==> src/rtl/lane_tmg_pkg.sv <==
package lane_tmg_pkg;
  localparam int LPX_W   = 6;
  localparam int PREP_W  = 7;
  localparam int ZERO_W  = 6;
  localparam int TRAIL_W = 7;
  localparam int EXIT_W  = 5;
  localparam int CPOST_W = 4;
  localparam int CPRE_W  = 4;
  localparam int WKH_W   = 2;
  localparam int WKL_W   = 8;
  localparam int TA_W    = 6;
  localparam int NBANDS  = 11;
  localparam int SEL_W   = $clog2(NBANDS);

  typedef struct packed {
    logic [PREP_W-1:0]  prep;
    logic [ZERO_W-1:0]  clk_zero;
    logic [ZERO_W-1:0]  dat_zero;
    logic [TRAIL_W-1:0] trail;
  } band_t;

  function automatic int unsigned band_edge(input int idx);
    case (idx)
      0: return 110;   1: return 150;  2: return 200;  3: return 250;
      4: return 300;   5: return 400;  6: return 500;  7: return 600;
      8: return 700;   9: return 800;  default: return 1000;
    endcase
  endfunction

  function automatic band_t band_val(input int idx);
    case (idx)
      0: return '{7'h20, 6'h16, 6'h02, 7'h22};
      1: return '{7'h06, 6'h16, 6'h03, 7'h45};
      2: return '{7'h18, 6'h17, 6'h04, 7'h0b};
      3: return '{7'h05, 6'h17, 6'h05, 7'h16};
      4: return '{7'h51, 6'h18, 6'h06, 7'h2c};
      5: return '{7'h64, 6'h19, 6'h07, 7'h33};
      6: return '{7'h20, 6'h1b, 6'h07, 7'h4e};
      7: return '{7'h6a, 6'h1d, 6'h08, 7'h3a};
      8: return '{7'h3e, 6'h1e, 6'h08, 7'h6a};
      9: return '{7'h21, 6'h1f, 6'h09, 7'h29};
      default: return '{7'h09, 6'h20, 6'h09, 7'h27};
    endcase
  endfunction
endpackage

==> src/rtl/lane_tmg_div.sv <==
module lane_tmg_div #(
  parameter int W = 34
) (
  input  logic         clk_i,
  input  logic         rst_ni,
  input  logic         start_i,
  input  logic [W-1:0] dvd_i,
  input  logic [W-1:0] dvs_i,
  output logic         done_o,
  output logic [W-1:0] quo_o
);
  localparam int CW = $clog2(W + 1);

  logic [W-1:0]  rem_q, quo_q, dvs_q, dvd_q;
  logic [CW-1:0] cnt_q;
  logic          done_q;
  logic [W:0]    rem_sh, diff;
  logic          ge;

  assign rem_sh = {rem_q, quo_q[W-1]};
  assign diff   = rem_sh - {1'b0, dvs_q};
  assign ge     = rem_sh >= {1'b0, dvs_q};

  always_ff @(posedge clk_i or negedge rst_ni) begin
    if (!rst_ni) begin
      rem_q <= '0; quo_q <= '0; dvs_q <= '0; dvd_q <= '0;
      cnt_q <= '0; done_q <= 1'b0;
    end else if (start_i) begin
      rem_q <= '0; quo_q <= dvd_i; dvs_q <= dvs_i; dvd_q <= dvd_i;
      cnt_q <= CW'(W); done_q <= 1'b0;
    end else if (cnt_q != '0) begin
      rem_q  <= ge ? diff[W-1:0] : rem_sh[W-1:0];
      quo_q  <= {quo_q[W-2:0], ge};
      cnt_q  <= cnt_q - CW'(1);
      done_q <= (cnt_q == CW'(1));
    end else begin
      done_q <= 1'b0;
    end
  end

  assign done_o = done_q;
  assign quo_o  = quo_q;

  // every count rests on an exact quotient
  div_exact_chk: assert property (@(posedge clk_i) disable iff (!rst_ni)
    done_q |-> (({{W{1'b0}}, quo_q} * {{W{1'b0}}, dvs_q} + {{W{1'b0}}, rem_q})
                 == {{W{1'b0}}, dvd_q}) && (rem_q < dvs_q));
endmodule

==> src/rtl/lane_tmg_band.sv <==
module lane_tmg_band
  import lane_tmg_pkg::*;
#(
  parameter int RATE_W = 11
) (
  input  logic [RATE_W-1:0]  rate_i,
  input  logic               clk_lane_i,
  output logic [PREP_W-1:0]  prep_o,
  output logic [ZERO_W-1:0]  zero_o,
  output logic [TRAIL_W-1:0] trail_o
);
  logic [NBANDS-1:0] hit;
  logic [SEL_W-1:0]  sel;
  band_t             bv;

  for (genvar g = 0; g < NBANDS; g++) begin : g_edge
    assign hit[g] = 32'(rate_i) <= band_edge(g);
  end

  // first band at or above the rate wins; default is the last band
  always_comb begin
    sel = SEL_W'(NBANDS - 1);
    for (int i = NBANDS - 1; i >= 0; i--)
      if (hit[i]) sel = SEL_W'(i);
  end

  assign bv      = band_val(int'(sel));
  assign prep_o  = bv.prep;
  assign trail_o = bv.trail;
  assign zero_o  = clk_lane_i ? bv.clk_zero : bv.dat_zero;
endmodule

==> src/rtl/lane_tmg_calc.sv <==
module lane_tmg_calc
  import lane_tmg_pkg::*;
#(
  parameter int RATE_W = 11,
  parameter int W      = 34
) (
  input  logic               clk_i,
  input  logic               rst_ni,
  input  logic               start_i,
  input  logic [RATE_W-1:0]  rate_i,
  input  logic               clk_lane_i,
  output logic               busy_o,
  output logic               done_o,
  output logic               ovf_o,
  output logic [LPX_W-1:0]   lpx_o,
  output logic [PREP_W-1:0]  hs_prep_o,
  output logic [ZERO_W-1:0]  hs_zero_o,
  output logic [TRAIL_W-1:0] hs_trail_o,
  output logic [EXIT_W-1:0]  hs_exit_o,
  output logic [CPOST_W-1:0] clk_post_o,
  output logic [CPRE_W-1:0]  clk_pre_o,
  output logic [WKH_W-1:0]   wake_hi_o,
  output logic [WKL_W-1:0]   wake_lo_o,
  output logic [TA_W-1:0]    ta_go_o,
  output logic [TA_W-1:0]    ta_sure_o,
  output logic [TA_W-1:0]    ta_wait_o
);
  localparam int       NSTEPS = 10;
  localparam int       SW     = $clog2(NSTEPS);
  localparam [W-1:0]   BYTE_D = W'(8000);        // ns * rate / BYTE_D = byte cycles
  localparam [W-1:0]   NS_D   = W'(1000000000);
  localparam [W-1:0]   HZ_PER = W'(125000);      // byte clock Hz per Mbps

  logic [RATE_W-1:0] rate_q;
  logic              lane_q, busy_q, done_q, ovf_q, issue_q;
  logic [SW-1:0]     step_q;
  logic [W-1:0]      ui_q, ediv_q, eclk_q;
  logic [W-1:0]      dvd, dvs, quo, rate_w, lpx_v;
  logic              div_done;
  logic [PREP_W-1:0]  b_prep;
  logic [ZERO_W-1:0]  b_zero;
  logic [TRAIL_W-1:0] b_trail;

  function automatic logic over_f(input logic [W-1:0] v, input int w);
    return v > W'((64'd1 << w) - 64'd1);
  endfunction

  function automatic logic [W-1:0] clip(input logic [W-1:0] v, input int w);
    return over_f(v, w) ? W'((64'd1 << w) - 64'd1) : v;
  endfunction

  assign rate_w = W'(rate_q);
  assign lpx_v  = (quo > W'(2)) ? quo - W'(2) : quo;

  always_comb begin
    dvs = BYTE_D;
    case (step_q)
      SW'(0):  begin dvd = W'(1000) + (rate_w >> 1);          dvs = rate_w;   end
      SW'(1):  begin dvd = rate_w + W'(159);                  dvs = W'(160);  end
      SW'(2):  begin dvd = rate_w * HZ_PER;                   dvs = ediv_q;   end
      SW'(3):  dvd = W'(120) * rate_w + BYTE_D - W'(1);
      SW'(4):  dvd = W'(60) * rate_w + BYTE_D - W'(1);
      SW'(5):  dvd = (W'(70) + W'(52) * ui_q) * rate_w + BYTE_D - W'(1);
      SW'(6):  dvd = W'(8) * ui_q * rate_w + BYTE_D - W'(1);
      SW'(7):  begin dvd = W'(240) * eclk_q + NS_D - W'(1);   dvs = NS_D;     end
      SW'(8):  begin dvd = W'(120) * eclk_q + NS_D - W'(1);   dvs = NS_D;     end
      default: begin dvd = W'(300) * eclk_q + NS_D - W'(1);   dvs = NS_D;     end
    endcase
  end

  lane_tmg_div #(.W(W)) i_div (
    .clk_i, .rst_ni, .start_i(issue_q), .dvd_i(dvd), .dvs_i(dvs),
    .done_o(div_done), .quo_o(quo)
  );

  lane_tmg_band #(.RATE_W(RATE_W)) i_band (
    .rate_i(rate_q), .clk_lane_i(lane_q),
    .prep_o(b_prep), .zero_o(b_zero), .trail_o(b_trail)
  );

  always_ff @(posedge clk_i or negedge rst_ni) begin
    if (!rst_ni) begin
      rate_q <= '0; lane_q <= 1'b0; busy_q <= 1'b0; done_q <= 1'b0;
      ovf_q <= 1'b0; issue_q <= 1'b0; step_q <= '0;
      ui_q <= '0; ediv_q <= '0; eclk_q <= '0;
      lpx_o <= '0; hs_prep_o <= '0; hs_zero_o <= '0; hs_trail_o <= '0;
      hs_exit_o <= '0; clk_post_o <= '0; clk_pre_o <= '0;
      wake_hi_o <= '0; wake_lo_o <= '0;
      ta_go_o <= '0; ta_sure_o <= '0; ta_wait_o <= '0;
    end else begin
      issue_q <= 1'b0;
      if (start_i && !busy_q) begin
        rate_q  <= (rate_i == '0) ? RATE_W'(1) : rate_i;
        lane_q  <= clk_lane_i;
        busy_q  <= 1'b1;
        done_q  <= 1'b0;
        ovf_q   <= 1'b0;
        step_q  <= '0;
        issue_q <= 1'b1;
      end else if (busy_q && div_done) begin
        case (step_q)
          SW'(0): ui_q   <= quo;
          SW'(1): ediv_q <= quo;
          SW'(2): eclk_q <= quo;
          SW'(3): begin
            hs_exit_o <= EXIT_W'(clip(quo, EXIT_W));
            ovf_q     <= ovf_q | over_f(quo, EXIT_W);
          end
          SW'(4): begin
            lpx_o <= LPX_W'(clip(lpx_v, LPX_W));
            ovf_q <= ovf_q | over_f(lpx_v, LPX_W);
          end
          SW'(5): begin
            clk_post_o <= lane_q ? CPOST_W'(clip(quo, CPOST_W)) : '0;
            ovf_q      <= ovf_q | (lane_q & over_f(quo, CPOST_W));
          end
          SW'(6): begin
            clk_pre_o <= lane_q ? CPRE_W'(clip(quo, CPRE_W)) : '0;
            ovf_q     <= ovf_q | (lane_q & over_f(quo, CPRE_W));
          end
          SW'(7): begin
            ta_go_o <= TA_W'(clip(quo, TA_W));
            ovf_q   <= ovf_q | over_f(quo, TA_W);
          end
          SW'(8): begin
            ta_sure_o <= TA_W'(clip(quo, TA_W));
            ovf_q     <= ovf_q | over_f(quo, TA_W);
          end
          default: begin
            ta_wait_o <= TA_W'(clip(quo, TA_W));
            ovf_q     <= ovf_q | over_f(quo, TA_W);
          end
        endcase
        if (step_q == SW'(NSTEPS - 1)) begin
          busy_q     <= 1'b0;
          done_q     <= 1'b1;
          hs_prep_o  <= b_prep;
          hs_zero_o  <= b_zero;
          hs_trail_o <= b_trail;
          wake_hi_o  <= WKH_W'(3);
          wake_lo_o  <= WKL_W'(255);
        end else begin
          step_q  <= step_q + SW'(1);
          issue_q <= 1'b1;
        end
      end
    end
  end

  assign busy_o = busy_q;
  assign done_o = done_q;
  assign ovf_o  = ovf_q;


  start_accept_chk: assert property (@(posedge clk_i) disable iff (!rst_ni)
    start_i && !busy_o |=> busy_o && !done_o);

  busy_done_excl_chk: assert property (@(posedge clk_i) disable iff (!rst_ni)
    busy_o |-> !done_o);

  result_hold_chk: assert property (@(posedge clk_i) disable iff (!rst_ni)
    done_o && !start_i |=> $stable({lpx_o, hs_prep_o, hs_zero_o, hs_trail_o, hs_exit_o,
      clk_post_o, clk_pre_o, wake_hi_o, wake_lo_o, ta_go_o, ta_sure_o, ta_wait_o, ovf_o}));

  ovf_sticky_chk: assert property (@(posedge clk_i) disable iff (!rst_ni)
    ovf_o && !(start_i && !busy_o) |=> ovf_o);
endmodule

==> config.mk <==
export PLATFORM = sky130hd
export DESIGN_NAME = lane_tmg_calc
export DESIGN_NICKNAME = d
export VERILOG_FILES = /design/src/rtl/lane_tmg_pkg.sv /design/src/rtl/lane_tmg_div.sv /design/src/rtl/lane_tmg_band.sv /design/src/rtl/lane_tmg_calc.sv
export SDC_FILE = /design/constraint.sdc
export NUM_CORES = 2
export LEC_CHECK = 0
export CORE_UTILIZATION = 34
export CTS_CLUSTER_SIZE = 8
export DETAILED_ROUTE_END_ITERATION = 8
export DONT_BUFFER_PORTS = 1
export GPL_TIMING_DRIVEN = 0
export HOLD_SLACK_MARGIN = 0.1
export PLACE_DENSITY = 0.47
export SYNTH_ARGS = -nofsm -noshare
export SYNTH_HDL_FRONTEND = slang
export SYNTH_SLANG_ARGS = --single-unit
==> constraint.sdc <==
create_clock -name clk_i -period 11.1 [get_ports clk_i]
set_input_delay 0 -clock clk_i [delete_from_list [all_inputs] [get_ports clk_i]]
set_output_delay 0 -clock clk_i [all_outputs]
set_load 0.02 [all_outputs]
* Word-level counts from Yosys, hierarchy flattened *
Memory sizes are Yosys's and may differ from the RTL's.
Cells that the tools add are included.

cells by class
  add/subtract/negate cells = 21
  multipliers = 9
  order comparisons = 16
  eq/ne operators = 12
  multiplexer cells = 44
  bitwise gates (word level) = 7
  reductions and logical operators = 27

operators by type and width
  operator                                                           number
  case mux 34 bit (9 select lines)                                   1
  two-way mux 34 bit                                                 6
  subtractor 34 x 1 -> 34 bit (second input constant)                5
  case mux 34 bit (4 select lines)                                   1
  adder 34 x 30 -> 34 bit (second input constant)                    3
  adder 34 x 13 -> 34 bit (second input constant)                    2
  greater-than comparator 34 x 6 -> 1 bit (second input constant)    2
  two-way mux 4 bit                                                  13
  greater-or-equal comparator 35 x 34 -> 1 bit                       1
  adder 7 x 34 -> 34 bit (first input constant)                      1
  greater-than comparator 34 x 2 -> 1 bit (second input constant)    1
  greater-than comparator 34 x 4 -> 1 bit (second input constant)    1
  greater-than comparator 34 x 5 -> 1 bit (second input constant)    1
  multiplier 34 x 11 -> 34 bit                                       1
  multiplier 4 x 34 -> 30 bit (first input constant)                 1
  multiplier 4 x 34 -> 31 bit (first input constant)                 1
  multiplier 4 x 34 -> 32 bit (first input constant)                 1
  multiplier 7 x 34 -> 32 bit (first input constant)                 1
  subtractor 34 x 2 -> 34 bit (second input constant)                1
  subtractor 34 bit                                                  1
  less-or-equal comparator 11 x 10 -> 1 bit (second input constant)  3
  less-or-equal comparator 11 x 8 -> 1 bit (second input constant)   3
  less-or-equal comparator 11 x 9 -> 1 bit (second input constant)   3
  AND reduction 3 bit                                                11
  39 further kinds                                                   71

storage, ports and cells
  register bits after elaboration = 290
  memory bits (read-only) = 384
  input bits = 15
  memories = 1

memories
  name              depth  bits a word  rd ports  clocked after Yosys merged registers in  write ports  line                source
  (name not given)  16     24           1         0                                        0            lane_tmg_pkg.sv:31  case (idx)

* Depth between registers and ports, before layout *
An unclocked memory read counts as a cell.

  depth after elaboration = 13
  depth in mapped cells = 38
  depth with buffers taken out = 37

* Cells and area by module *
A second synthesis with hierarchy kept.

second synthesis, totals
  cell total of the unflattened synthesis = 5726
  area total of the unflattened synthesis = 49399.9 um^2

by module, submodules not included
  module         instances  cells each  area each (um^2)  sequential area each (um^2)
  lane_tmg_calc  1          4872        41955.2           4404.2
  lane_tmg_div   1          737         6671.4            2727.6
  lane_tmg_band  1          117         773.2             0.0

* Worst setup path after synthesis *
No wires, ideal clock.

  kind = register to register
  start point = register ui_q[1]
  end point = register i_div.quo_q[32], in the netlist i_div.quo_o[32]
  setup time = 0.082 ns
  data arrival time = 9.064 ns
  data required time = 11.018 ns
  path slack = 1.954 ns
  stages on the path, launching flop included = 35
  buffers on the path = 1
  path through = dfrtp_1 ha_1 fa_1 fa_1 a211oi_2 nor2_1 nor4b_2 nand4_1 or3_1 xor2_1 clkbuf_1 nand2_1 fa_1 fa_1 inv_1 fa_1 fa_1 inv_1 fa_1 inv_1 ha_1 a21o_1 a21oi_1 o21ai_0 a31oi_1 a211oi_1 nor3b_1 o21a_1 o21ai_0 a2111oi_0 nor3_1 a31oi_1 xnor2_1 a22oi_1 a31oi_1

on the way
  longest elaborated chain between the ends = 7
  elaborated cells between the ends (all ways) = 10

RTL lines
  element                               line                  source
  from (decl)                           lane_tmg_calc.sv:37   logic [W-1:0] ui_q, ediv_q, eclk_q;
  from (signal assigned)                lane_tmg_calc.sv:102  SW'(0): ui_q <= quo;
  multiplier 4 x 34 -> 32 bit           lane_tmg_calc.sv:63   SW'(5): dvd = (W'(70) + W'(52) * ui_q) * rate_w + BYTE_D - W'(1);
  adder 7 x 34 -> 34 bit                lane_tmg_calc.sv:63
  multiplier 34 x 11 -> 34 bit          lane_tmg_calc.sv:63
  adder 34 x 13 -> 34 bit               lane_tmg_calc.sv:63
  subtractor 34 x 1 -> 34 bit           lane_tmg_calc.sv:63
  case mux 34 bit (9 select lines) (*)  lane_tmg_calc.sv:57   case (step_q)
  two-way mux 34 bit (*)                lane_tmg_div.sv:28    end else if (start_i) begin
  to (signal assigned)                  lane_tmg_div.sv:33    quo_q <= {quo_q[W-2:0], ge};
  to (decl)                             lane_tmg_div.sv:14    logic [W-1:0] rem_q, quo_q, dvs_q, dvd_q;

Every way passes the cells marked *; elsewhere a longest branch is shown, timed or not.
A chain may end at the register's enable or synchronous reset.

* Worst setup path in the final report *
  start point = register rate_q[9]
  end point = register i_div.quo_q[27], in the netlist i_div.quo_o[27]

on the way
  longest elaborated chain between the ends = 5
  elaborated cells between the ends (all ways) = 15

RTL lines
  element                                                     line                 source
  from (decl)                                                 lane_tmg_calc.sv:34  logic [RATE_W-1:0] rate_q;
  from (signal assigned)                                      lane_tmg_calc.sv:93  rate_q <= (rate_i == '0) ? RATE_W'(1) : rate_i;
  multiplier 34 x 11 -> 34 bit, or another cell as far along  lane_tmg_calc.sv:63
  adder 34 x 13 -> 34 bit, or another cell as far along       lane_tmg_calc.sv:63
  subtractor 34 x 1 -> 34 bit, or another cell as far along   lane_tmg_calc.sv:63
  case mux 34 bit (9 select lines) (*)                        lane_tmg_calc.sv:57
  two-way mux 34 bit (*)                                      lane_tmg_div.sv:28

Marks and branches as above.

==> metrics.csv <==
metric;value;unit
status;complete, no violations;
layout_common_cells;876 x inv_1, 697 x nand2_1, 624 x fa_1, 474 x ha_1, 384 x nor2_1;
worstRegToRegCells;27;
totalWireLength;188000;um
cts.sinks;285;
hold_class;input pin to register;
crit_slowest_cell;dfrtp_1;
ys.flop_type;dfrtp_1;
gr-usage-met2;0.405;
grt_use_met3;0.0376;
path_class;register to register;
die_w;384;um
min_period;10.70;ns
rsz0062_at_grt;yes;
syn-num-nets;6931;
crit_top_cell;fa_1;
fin_tns_setup;0;ns
synth_edf_count;0;
grt.busiest_layer;met2;
async_reset_ff_frac;1.00;
slew_headroom;0.0158;
critPathRequiredTime;11.59;ns
via_per_inst;5.36;
crit_start;rate_q[9];
grt_max_degree;286;
final_max_slew_viol_count;0;
worst_setup_path_start_kind;register;
ys_warn_count;0;
instances_no_fill;7818;
worstMarginPinSlew;1.48;ns
track_usage;0.256;
whs;0.150;ns
die_area;147000;um^2
grt_pass1_vias;42200;
path_max_fanout;13;
final_antenna_net_count;0;
period_share;0.964;
nNetsFinal;7008;
timing.fmax;93.4;MHz
dr.first_iter.drc_count;3271;
route.vias.total;41900;
arrival;11.19;ns
finalHoldViolations;0;
hpwl;150000;um
ff_latch_area;7140;um^2
syn-cell-area;49600;um^2
die_h;384;um
clock_latency;0.64;ns
cts-root-buf;clkbuf_16;
area_delta_synth_final;8.42;%
firstDrtPassIters;6;
synth_seq_cells;285;
gp_congestion;0.950;
port_buffers;0;
grt-ovfl-total;0;
rows;139;
postCtsSetupRepairBufs;0;
start_util;0.344;
synth_area_per_cell;8.53;um^2
rr_startpoint;rate_q[9];
grt_pass1_wl;282000;um
layout_commonest_cell;inv_1;
core_area;144000;um^2
use_met1;0.355;
drc;0;
synth.distinct_cells;100;
ys_seq_area_frac;0.144;
nFillCells;15000;
crit_end;i_div.quo_o[27];
skew;0.0391;ns
grt_antenna_before_repair;13;
cts_inserted_buffers;44;
multi_input_area;38300;um^2
rrSetupSlack;0.40;ns
cts_tree;done;
ctsLongestPathBuffers;3;
max_stage_delay;0.87;ns
worstSetupEndpointType;register;
setup_violations;0;
drv_cap;0;
wl_per_cell;24.0;um
syn_inst;5818;
r2r_end;i_div.quo_o[27];
num_io_pins;85;
cts.htree.levels;2;
drive_above_1_share;0.0411;
placed_cells;7721;
clk_pin_slew;0.05;ns
area by class of cell:
cell class                 instances  share of cell area
antenna                            7            0.000326
buffer                           259              0.0197
clock buffer                      56              0.0226
clock inverter                     3            0.000837
inverter                         879              0.0613
multi-input combinational       4394               0.711
sequential                       285               0.133
tap                             1903              0.0443
timing repair buffer              32             0.00684
timing repair:
item,CTS,global route
gates resized for setup,12,45
setup endpoints to repair,6,7
hold endpoints to repair,301,37
hold buffers,28,1
layer usage:
layer	vias up	share of wire	wire length [um]
met4	12	0.042	7830
met5	-	0.00045	84
met1	21100	0.45	84500
met2	1271	0.44	83200
met3	312	0.063	11800
li1	19300	-	-
per-stage QoR:
stage	cell area (um^2)	setup WS [ns]	utilization
6_report	53800	0.398	0.373
5_1_grt	53800	-0.0616	0.373
4_1_cts	53600	0.00475	0.372
3_5_place_dp	52000	-0.365	0.361
3_3_place_gp	52000	-0.418	0.361
2_1_floorplan	49600	1.95	-
state kept, by name, summed over array words and instances, names as in the netlist, 7 cells and up:
signal       flops
i_div.rem_q     34
ui_q            32
hs_trail_o       7
i_div.dvs_q     34
eclk_q          32
i_div.quo_o     34
ediv_q          34
rate_q          11
hs_prep_o        7
worst max-delay path: cells and delay by family, from the launching register on:
| kind | cells | cell delay (ns) |
|---|---|---|
| AO/OA/AOI/OAI | 9 | 2.30 |
| XOR/XNOR | 1 | 0.39 |
| adder cells (fa/ha/maj) | 6 | 2.99 |
| buffers and inverters | 6 | 2.33 |
| flip-flops | 1 | 0.87 |
| AND/OR/NAND/NOR | 5 | 1.63 |
cell families (layout without fill, tap and decap cells):
logic type | Yosys count | after routing | share of synthesized area
flops | 285 | 285 | 0.144
mux | 124 | 124 | 0.0269
fa+ha+maj | 1098 | 1098 | 0.371
simple gates | 1697 | 1697 | 0.159
compound gates | 1101 | 1101 | 0.144
buf+inv | 1139 | 1229 | 0.0871
other cells | 0 | 7 | 0
xor+xnor | 374 | 374 | 0.0678
Yosys cell counts (30+ instances only):
library cell  number  area share
nand3_1           86      0.0087
nor2_1           385       0.029
mux2_2            73       0.017
o21a_1            42      0.0064
xnor2_1          237       0.042
inv_1            876       0.066
clkbuf_1         227       0.017
nand2b_1          55      0.0069
nor3_1           100       0.010
nor2b_1           40      0.0050
o22ai_1           31      0.0039
a21oi_1          276       0.028
and2_1           157       0.020
fa_1             624        0.25
nand2_1          697       0.053
a221oi_1          30      0.0053
ha_1             474        0.12
o21ai_0          268       0.027
a211oi_1          61      0.0092
a21o_1            81       0.012
dfrtp_1          285        0.14
o211ai_1          31      0.0047
nand4_1           37      0.0047
xor2_1           130       0.023
a31oi_1           41      0.0052
mux2i_1           51       0.010
worst min-delay path by stage:
| stage | from | end | slack, ns | cells after the start |
|---|---|---|---|---|
| after global routing | rate_i[6] | rate_q[6] | 0.17 | 3 |
| final | rate_i[6] | rate_q[6] | 0.15 | 3 |
| after CTS | rate_i[6] | rate_q[6] | 0.10 | 3 |
| after floorplan | rst_ni | busy_o | -0.30 | 0 |
| after detailed placement | rst_ni | hs_trail_o[0] | -0.29 | 0 |
| after global placement | rst_ni | hs_trail_o[0] | -0.29 | 0 |
Power is left out: the tool's default activity adds up to more than one toggle a clock period on the data nets, which glitch-free logic cannot reach.
